$ cat src/rtl/acq_pkg.sv
// Shared types for the triggered capture sequencer.
package acq_pkg;
    // Capture phase of the sequencer.
    typedef enum logic [1:0] {
        ST_IDLE  = 2'd0,
        ST_FILL  = 2'd1,
        ST_ARMED = 2'd2,
        ST_POST  = 2'd3
    } acq_state_t;
endpackage

$ cat src/rtl/acq_prime.sv
// Pipeline priming gate.
// Passes a strobe on only after LAT strobes have been seen since the last
// restart. Assumes the converter output lags its strobe by exactly LAT strobes.
module acq_prime #(
    parameter int LAT = 2
) (
    input  logic clk,
    input  logic rst_n,
    input  logic restart,
    input  logic stb,
    output logic vstb
);
    generate
        if (LAT == 0) begin : g_nolat
            assign vstb = stb;
        end else begin : g_lat
            localparam int CW = $clog2(LAT + 1);
            localparam logic [CW-1:0] LAT_V = CW'(LAT);
            logic [CW-1:0] seen;

            // Count strobes up to LAT, then saturate.
            always_ff @(posedge clk) begin
                if (!rst_n)                      seen <= '0;
                else if (restart)                seen <= '0;
                else if (stb && seen != LAT_V)   seen <= seen + 1'b1;
            end

            assign vstb = stb && (seen == LAT_V);
        end
    endgenerate
endmodule

$ cat src/rtl/acq_edge.sv
// Trigger edge qualifier.
// Reports a rising edge of lvl only while en is high. An edge seen while en is
// low is dropped and not remembered. Assumes lvl is already synchronous to clk.
module acq_edge (
    input  logic clk,
    input  logic rst_n,
    input  logic lvl,
    input  logic en,
    output logic accept
);
    logic lvl_q;

    // Remember the previous level for edge detection.
    always_ff @(posedge clk) begin
        if (!rst_n) lvl_q <= 1'b0;
        else        lvl_q <= lvl;
    end

    assign accept = en && lvl && !lvl_q;
endmodule

$ cat src/rtl/acq_down_cnt.sv
// Remaining-points down-counter.
// Loaded with a count, decremented once per stored word. last marks that the
// next decrement reaches zero. Assumes a loaded value of at least 1.
module acq_down_cnt #(
    parameter int W = 24
) (
    input  logic         clk,
    input  logic         rst_n,
    input  logic         load,
    input  logic [W-1:0] load_val,
    input  logic         dec,
    output logic         last
);
    logic [W-1:0] cnt;

    // Load takes priority over decrement.
    always_ff @(posedge clk) begin
        if (!rst_n)                 cnt <= '0;
        else if (load)              cnt <= load_val;
        else if (dec && cnt != '0)  cnt <= cnt - 1'b1;
    end

    assign last = (cnt == W'(1));
endmodule

$ cat src/rtl/acq_ring_ptr.sv
// Ring address pointer.
// Counts 0 .. len-1 and wraps. ptr_next shows the value after one advance.
// Assumes len is at least 1 and stable while the pointer advances.
module acq_ring_ptr #(
    parameter int W = 24
) (
    input  logic         clk,
    input  logic         rst_n,
    input  logic         clear,
    input  logic         adv,
    input  logic [W-1:0] len,
    output logic [W-1:0] ptr,
    output logic [W-1:0] ptr_next
);
    assign ptr_next = (ptr == len - 1'b1) ? '0 : ptr + 1'b1;

    // Move the pointer around the ring.
    always_ff @(posedge clk) begin
        if (!rst_n)     ptr <= '0;
        else if (clear) ptr <= '0;
        else if (adv)   ptr <= ptr_next;
    end
endmodule

$ cat src/rtl/acq_capture_ctrl.sv
// Triggered capture sequencer (top).
// Steers converter words into a sample memory, in posttrigger mode or in
// pretrigger ring mode. Assumes scan_stb is a one-cycle pulse on clk, that trig
// is synchronous to clk, and that both counts are at least 1.
module acq_capture_ctrl
    import acq_pkg::*;
#(
    parameter int DATA_W   = 8,
    parameter int CNT_W    = 24,
    parameter int PIPE_LAT = 2
) (
    input  logic                clk,
    input  logic                rst_n,
    input  logic                start,
    input  logic                pre_mode,
    input  logic [CNT_W-1:0]    pre_scans,
    input  logic [CNT_W-1:0]    post_scans,
    input  logic                scan_stb,
    input  logic [DATA_W-1:0]   scan_data,
    input  logic                trig,
    output logic                mem_we,
    output logic [CNT_W:0]      mem_addr,
    output logic [DATA_W-1:0]   mem_wdata,
    output logic                acq_done,
    output logic                busy,
    output logic [CNT_W-1:0]    trig_loc
);
    localparam int ADDR_W = CNT_W + 1;

    acq_state_t        state;
    logic              mode_q;
    logic [CNT_W-1:0]  pre_len;
    logic [CNT_W-1:0]  post_len;
    logic [ADDR_W-1:0] post_addr;

    logic              start_ok;
    logic              vstb;
    logic              trig_acc;
    logic              cnt_load;
    logic [CNT_W-1:0]  cnt_val;
    logic              cnt_dec;
    logic              cnt_last;
    logic              ring_adv;
    logic [CNT_W-1:0]  ptr;
    logic [CNT_W-1:0]  ptr_next;

    assign busy     = (state != ST_IDLE);
    assign start_ok = start && !busy;

    // Control terms for the counter and the ring pointer.
    always_comb begin
        cnt_load = start_ok || trig_acc;
        cnt_val  = start_ok ? pre_scans : post_len;
        cnt_dec  = vstb && (state == ST_FILL || state == ST_POST);
        ring_adv = vstb && (state == ST_FILL || (state == ST_ARMED && mode_q));
    end

    acq_prime #(.LAT(PIPE_LAT)) i_prime (
        .clk     (clk),
        .rst_n   (rst_n),
        .restart (start_ok),
        .stb     (scan_stb),
        .vstb    (vstb)
    );

    acq_edge i_edge (
        .clk    (clk),
        .rst_n  (rst_n),
        .lvl    (trig),
        .en     (state == ST_ARMED),
        .accept (trig_acc)
    );

    acq_down_cnt #(.W(CNT_W)) i_remain (
        .clk      (clk),
        .rst_n    (rst_n),
        .load     (cnt_load),
        .load_val (cnt_val),
        .dec      (cnt_dec),
        .last     (cnt_last)
    );

    acq_ring_ptr #(.W(CNT_W)) i_ring (
        .clk      (clk),
        .rst_n    (rst_n),
        .clear    (start_ok),
        .adv      (ring_adv),
        .len      (pre_len),
        .ptr      (ptr),
        .ptr_next (ptr_next)
    );

    // Phase sequencing, memory write port and trigger location.
    always_ff @(posedge clk) begin
        if (!rst_n) begin
            state     <= ST_IDLE;
            mode_q    <= 1'b0;
            pre_len   <= '0;
            post_len  <= '0;
            post_addr <= '0;
            trig_loc  <= '0;
            mem_we    <= 1'b0;
            mem_addr  <= '0;
            mem_wdata <= '0;
            acq_done  <= 1'b0;
        end else begin
            mem_we   <= 1'b0;
            acq_done <= 1'b0;
            case (state)
                ST_IDLE: begin
                    if (start_ok) begin
                        mode_q   <= pre_mode;
                        pre_len  <= pre_scans;
                        post_len <= post_scans;
                        state    <= pre_mode ? ST_FILL : ST_ARMED;
                    end
                end
                ST_FILL: begin
                    if (vstb) begin
                        mem_we    <= 1'b1;
                        mem_addr  <= {1'b0, ptr};
                        mem_wdata <= scan_data;
                        if (cnt_last) state <= ST_ARMED;
                    end
                end
                ST_ARMED: begin
                    if (vstb && mode_q) begin
                        mem_we    <= 1'b1;
                        mem_addr  <= {1'b0, ptr};
                        mem_wdata <= scan_data;
                    end
                    if (trig_acc) begin
                        post_addr <= mode_q ? {1'b0, pre_len} : '0;
                        if (mode_q) trig_loc <= vstb ? ptr_next : ptr;
                        else        trig_loc <= '0;
                        state <= ST_POST;
                    end
                end
                ST_POST: begin
                    if (vstb) begin
                        mem_we    <= 1'b1;
                        mem_addr  <= post_addr;
                        mem_wdata <= scan_data;
                        post_addr <= post_addr + 1'b1;
                        if (cnt_last) begin
                            acq_done <= 1'b1;
                            state    <= ST_IDLE;
                        end
                    end
                end
                default: state <= ST_IDLE;
            endcase
        end
    end
endmodule

$ cat config.mk
export PLATFORM = sky130hd
export DESIGN_NAME = acq_capture_ctrl
export DESIGN_NICKNAME = d
export VERILOG_FILES = /design/src/rtl/acq_pkg.sv /design/src/rtl/acq_prime.sv /design/src/rtl/acq_edge.sv /design/src/rtl/acq_down_cnt.sv /design/src/rtl/acq_ring_ptr.sv /design/src/rtl/acq_capture_ctrl.sv
export SDC_FILE = /design/constraint.sdc
export NUM_CORES = 1
export LEC_CHECK = 0
export BUFFER_PORTS_ARGS = -buffer_cell sky130_fd_sc_hd__buf_2
export CORE_ASPECT_RATIO = 0.6
export CORE_MARGIN = 2
export CORE_UTILIZATION = 45
export DETAILED_ROUTE_END_ITERATION = 10
export PLACE_DENSITY = 0.72
export SLEW_MARGIN = 20
export SYNTH_ARGS = -nofsm -noshare
export SYNTH_HDL_FRONTEND = slang
export SYNTH_SLANG_ARGS = --single-unit
$ cat constraint.sdc
create_clock -name clk -period 3.5 [get_ports clk]
set_clock_uncertainty 0.15 [all_clocks]
set_input_delay 0.7 -clock clk [delete_from_list [all_inputs] [get_ports clk]]
set_output_delay 0.7 -clock clk [all_outputs]
set_load 0.02 [all_outputs]
==> results.yml, run 1 <==
outcome:
  outcome: "complete, no violations"
synth:
  ys_types: 73
  ys_ff_latch: 186
  syn_area_um2: 9896
  synth.net_count: 1318
  synthFlopType: "dfxtp_1"
  yosys_warnings: 0
  yosysMostFrequentCell: "dfxtp_1"
  synth_area_leaders: "dfxtp_1 38%, nand2_1 6.6%, mux2i_1 5.1%, a21oi_1 5.0%, nor2_1 4.6%"
  async_flop_share: 0
  ys_seq_area_frac: 0.3763
  synth_cells: 1245
  synth.top_cell.area_share: 0.3763
  syn_avg_cell_area_um2: 7.948
  synth_edf_count: 0
  yosysTopAreaCell: "dfxtp_1"
  synthTopCellsByCount: "186 x dfxtp_1, 173 x nand2_1, 121 x nor2_1"
grt:
  overflow: 0
  antenna_found_initial: 0
  grt_pass1_wl_um: 50340
  globalRouteTotalUtil: 0.2776
  grt_max_degree: 59
  grt_pass1_vias: 8704
place:
  place_area_um2: 10820
  dp_hpwl_um: 23450
  place_congestion: 1.024
  pre_cts_slack_ns: 0.5447
  io_buffers: 121
clock_network:
  cts.clk_slew.worst_paths_ns: 0.07
  clockBufferDepth: 2
  clock_latency_ns: 0.45
  cts_resized: 0
  ctsHtreeMaxLevel: 4
  cts_tree: "built"
  post_cts_buffers: 0
  hold_buffers: 0
  cts_sinks: 186
  root_buffer: "clkbuf_16"
  numCtsBuffers: 17
sta:
  timing.final.crit_share: 0.8505
  finalHoldViolations: 0
  setup_violations: 0
  fmax_mhz: 335.9
  rsz0062_at_grt: "no"
  worst_slew_pin_slew_ns: 1.026
  finalWorstSetupSlack_ns: 0.5233
  whs_ns: 0.3062
  fin_setup_tns_ns: 0
  slew_headroom: 0.3143
  layout_min_cycle_time_ns: 2.977
  drv_slew: 0
routing:
  vias: 9769
  drt-wirelength-per-cell_um: 19.78
  routed_via_density: 6.019
  ant_nets: 0
  remaining_drc_errors: 0
  first_pass_iters: 5
  drt_iter0_markers: 1065
  wl_um: 32110
worst_setup_path:
  crit_path_cell_trace: "ha_1 > nand3_1 > nor4_1 > and3_1 > nand2_1 > nor2_1 > mux2i_1 > o32ai_1"
  required_ns: 3.66
  path_buf_inv: 0
  crit_family: "simple AND/OR/NAND/NOR gates"
  startpoint_type: "flip-flop"
  cp_max_fo: 9
  critPathMaxStageDelay_ns: 0.59
  path_class: "reg2reg"
  cpMaxStageDelayCell: "nor4_1"
  critPathCaptureType: "flip-flop"
  worstPathArrival_ns: 3.13
final_layout:
  fin_area_um2: 11380
  diodes: 0
  syn_to_final_growth_pct: 15.00
  drive_above_1_share: 0.1741
  final_nets: 1404
floorplanning:
  die_w_um: 195.4
  rows: 41
  fp.dieH_um: 118.9
  ios: 122
  die_area_um2: 23230
  initial_core_util: 0.4648
  core_area_um2: 21290
power:
  p_leak_nw: 4.247
  ir_worst_vdd_mv: 0.3413
  p_total_w: 0.007434
  power.density_nw_per_um2: 653.2
worst_hold_path:
  min-delay-path-class: "reg2reg"
flow_run:
  maxCapViolCount: 0
## path summary, 6_finish.rpt
check	start	endpoint	slack, ns	depth (start not counted)
max	i_ring.ptr[0]	trig_loc[22]	0.52	8
min	post_len[1]	post_len[1]	0.31	2
max reg2reg	i_ring.ptr[0]	trig_loc[22]	0.52	8
min reg2reg	post_len[1]	post_len[1]	0.31	2
## placed cells by master, fill, tap and decap left out, drive strengths merged, types with 27 or more instances in the layout
cell type	count
a211oi	37
buf	172
mux2i	50
nand2	174
o21ai	41
a21oi	98
dfxtp	186
nand3	45
nor3	51
xor2	27
xnor2	44
nor2	122
## tightest hold or removal path, delay by kind of cell (launching register included)
kind	cells	cell delay (ns)
DFF	1	0.31
and+or+nand+nor	1	0.05
AOI/OAI and AO/OA	1	0.05
## stage by stage
stage / utilization / instances
after floorplan: - / 1245
after global placement: 0.5081 / 1591
after detailed placement: 0.5081 / 1591
after CTS: 0.5345 / 1623
after global routing: 0.5345 / 1623
final: 0.5345 / 1623
## logic make-up after synthesis
family / after synthesis / synth area share
buffers and inverters: 130 / 0.05386
AO/OA/AOI/OAI: 302 / 0.2034
adder cells (fa/ha/maj): 11 / 0.01391
flip-flops: 186 / 0.3763
XOR/XNOR: 71 / 0.06284
AND/OR/NAND/NOR: 495 / 0.2391
multiplexers: 50 / 0.05058
## final cells by class
type | instances | area, µm²
clock buffer | 19 | 442.9
clock inverter | 13 | 120.1
fill | 2054 | 9910
inverter | 25 | 96.34
multi-input combinational | 929 | 5659
sequential | 186 | 3724
tap | 279 | 349.1
timing repair buffer | 172 | 988.4
## sequential cells by signal, indices dropped and copies added (netlist names)
signal              flops
i_prime.g_lat.seen      2
mode_q                  1
post_len               24
i_edge.lvl_q            1
i_remain.cnt           24
mem_wdata               8
pre_len                24
trig_loc               24
acq_done                1
state                   2
i_ring.ptr             24
mem_addr               25
post_addr              25
mem_we                  1
## metal layers
metal  GRT usage  routed length (µm)
met5           0                   0
met3     0.07137                4012
met4     0.07252                 384
met1      0.4360               15500
met2      0.3643               12210
## report_power, final
part	switching, W	internal [W]	total [W]	leakage, nW
registers	0.000398	0.00246	0.00286	1.52
logic	0.00167	0.00100	0.00267	2.47
clock network	0.000898	0.00100	0.00190	0.258
total	0.00297	0.00447	0.00743	4.25
No activity file was read; power rests on OpenSTA's default activity.
==> run 2, diff against run 1 <==
--- a/config.mk
+++ b/config.mk
@@ -7,10 +7,9 @@
 export LEC_CHECK = 0
 export BUFFER_PORTS_ARGS = -buffer_cell sky130_fd_sc_hd__buf_2
 export CORE_ASPECT_RATIO = 0.6
-export CORE_MARGIN = 2
-export CORE_UTILIZATION = 45
+export CORE_UTILIZATION = 40
 export DETAILED_ROUTE_END_ITERATION = 10
-export PLACE_DENSITY = 0.72
+export PLACE_DENSITY = 0.67
 export SLEW_MARGIN = 20
 export SYNTH_ARGS = -nofsm -noshare
 export SYNTH_HDL_FRONTEND = slang
==> results.yml, run 2 (synthesis gave the netlist of run 1 again) <==
sta:
  slew_headroom: 0.3089
  setup_violations: 0
  finalHoldViolations: 0
  layout_min_cycle_time_ns: 3.092
  rsz0062_at_grt: "no"
  fmax_mhz: 323.4
  drv_slew: 0
  fin_setup_tns_ns: 0
  worst_slew_pin_slew_ns: 1.034
  timing.final.crit_share: 0.8834
floorplanning:
  rows: 44
  die_area_um2: 25390
  initial_core_util: 0.4085
  ios: 122
  die_w_um: 205.1
  core_area_um2: 24220
  fp.dieH_um: 123.8
power:
  power.density_nw_per_um2: 659.7
  p_total_w: 0.007566
  p_leak_nw: 4.261
  ir_worst_vdd_mv: 0.3133
final_layout:
  drive_above_1_share: 0.1718
  final_cell_mix: "186 x dfxtp_1, 172 x nand2_1, 121 x buf_2"
  regArea_um2: 3724
  nFillCells: 2397
  multi_input_area_um2: 5659
  reg_top3: "mem_addr: 25 flops, post_addr: 25 flops"
  syn_to_final_growth_pct: 15.89
  final_nets: 1399
  layout_commonest_cell: "dfxtp_1"
worst_setup_path:
  rr_worst_depth: 7
  startpoint_type: "flip-flop"
  r2r_end: "trig_loc[12]"
  path_class: "reg2reg"
  critPathCaptureType: "flip-flop"
  r2r_start: "pre_len[7]"
  crit_path_end: "trig_loc[12]"
  required_ns: 3.65
  r2r_slack_ns: 0.41
  cp-startpoint: "pre_len[7]"
  worstPathArrival_ns: 3.24
  cp_max_fo: 27
clock_network:
  numCtsBuffers: 17
  cts_sinks: 186
  cts.clk_slew.worst_paths_ns: 0.07
  clock_latency_ns: 0.45
  cts_resized: 0
  root_buffer: "clkbuf_16"
  cts_tree: "built"
  ctsHtreeMaxLevel: 4
  clockBufferDepth: 2
  post_cts_buffers: 0
  hold_buffers: 0
grt:
  grt_pass1_wl_um: 49620
  grt_pass1_vias: 8498
  globalRouteTotalUtil: 0.2567
  grt_max_degree: 84
  overflow: 0
  antenna_found_initial: 1
routing:
  first_pass_iters: 6
  drt-wirelength-per-cell_um: 19.51
  routed_via_density: 5.832
  drt_iter0_markers: 1007
  ant_nets: 0
  remaining_drc_errors: 0
  vias: 9693
  wl_um: 32420
place:
  place_congestion: 1.022
  io_buffers: 121
  dp_hpwl_um: 23580
flow_run:
  maxCapViolCount: 0
worst_hold_path:
  min-delay-path-class: "reg2reg"
  holdPathStages: 2
outcome:
  outcome: "complete, no violations"
run 2: cell count changes in the layout (fill, tap and decap cells not counted):
cell,before,now
buf_4,51,44
bufinv_16,1,3
clkinvlp_4,6,5
diode_2,0,1
buf_12,0,2
clkinv_4,2,0
clkinv_2,2,3
inv_6,2,3
clkbuf_1,1,0
run 2: layer usage:
layer	wire (µm)	vias to the layer above	global-route usage
li1	-	4627	-
met1	16060	4576	0.4017
met2	12360	465	0.3438
met3	3758	23	0.06750
met4	228	2	0.04583
met5	13	-	0
run 2: power by group:
part	leakage (nW)	total (W)	switching, W	internal, W
clock network	0.285	0.00202	0.000877	0.00114
registers	1.52	0.00285	0.000384	0.00246
logic	2.46	0.00270	0.00169	0.00101
total	4.26	0.00757	0.00295	0.00462
run 2: metrics by stage:
stage / std cells / utilization / cell area, µm² / hold slack, ns / setup slack (ns)
2_1_floorplan: 1245 / - / 9896 / 0.2820 / 1.009
3_3_place_gp: 1629 / 0.4482 / 10860 / 0.2910 / 0.5428
3_5_place_dp: 1629 / 0.4482 / 10860 / 0.2962 / 0.5489
4_1_cts: 1661 / 0.4733 / 11470 / 0.3064 / 0.5098
5_1_grt: 1661 / 0.4733 / 11470 / 0.3301 / 0.2812
6_report: 1662 / 0.4735 / 11470 / 0.3071 / 0.4080
run 2: worst min path at each step:
stage              endpoint  slack, ns      startpoint
2_1_floorplan  post_len[18]       0.28    post_len[18]
3_3_place_gp   post_len[17]       0.29    post_len[17]
3_5_place_dp    post_len[6]       0.30     post_len[6]
4_1_cts         post_len[6]       0.31     post_len[6]
5_1_grt        post_len[21]       0.33  post_scans[21]
6_report        post_len[6]       0.31     post_len[6]
run 2: worst max-delay path: stages (launching register included):
cell and delay, ns:
dfxtp_1 0.44, nor4_1 0.49, nand4_1 0.30, o31ai_1 0.52
nand4_1 0.33, nor3_4 0.20, buf_4 0.34, o32ai_1 0.16
run 2: area by class of cell:
class | count | share of cell area
Antenna cell | 1 | 0.0002182
Clock buffer | 18 | 0.03829
Clock inverter | 14 | 0.01473
Inverter | 25 | 0.008401
Multi-Input combinational cell | 929 | 0.4935
Sequential cell | 186 | 0.3247
Tap cell | 322 | 0.03513
Timing Repair Buffer | 167 | 0.08510
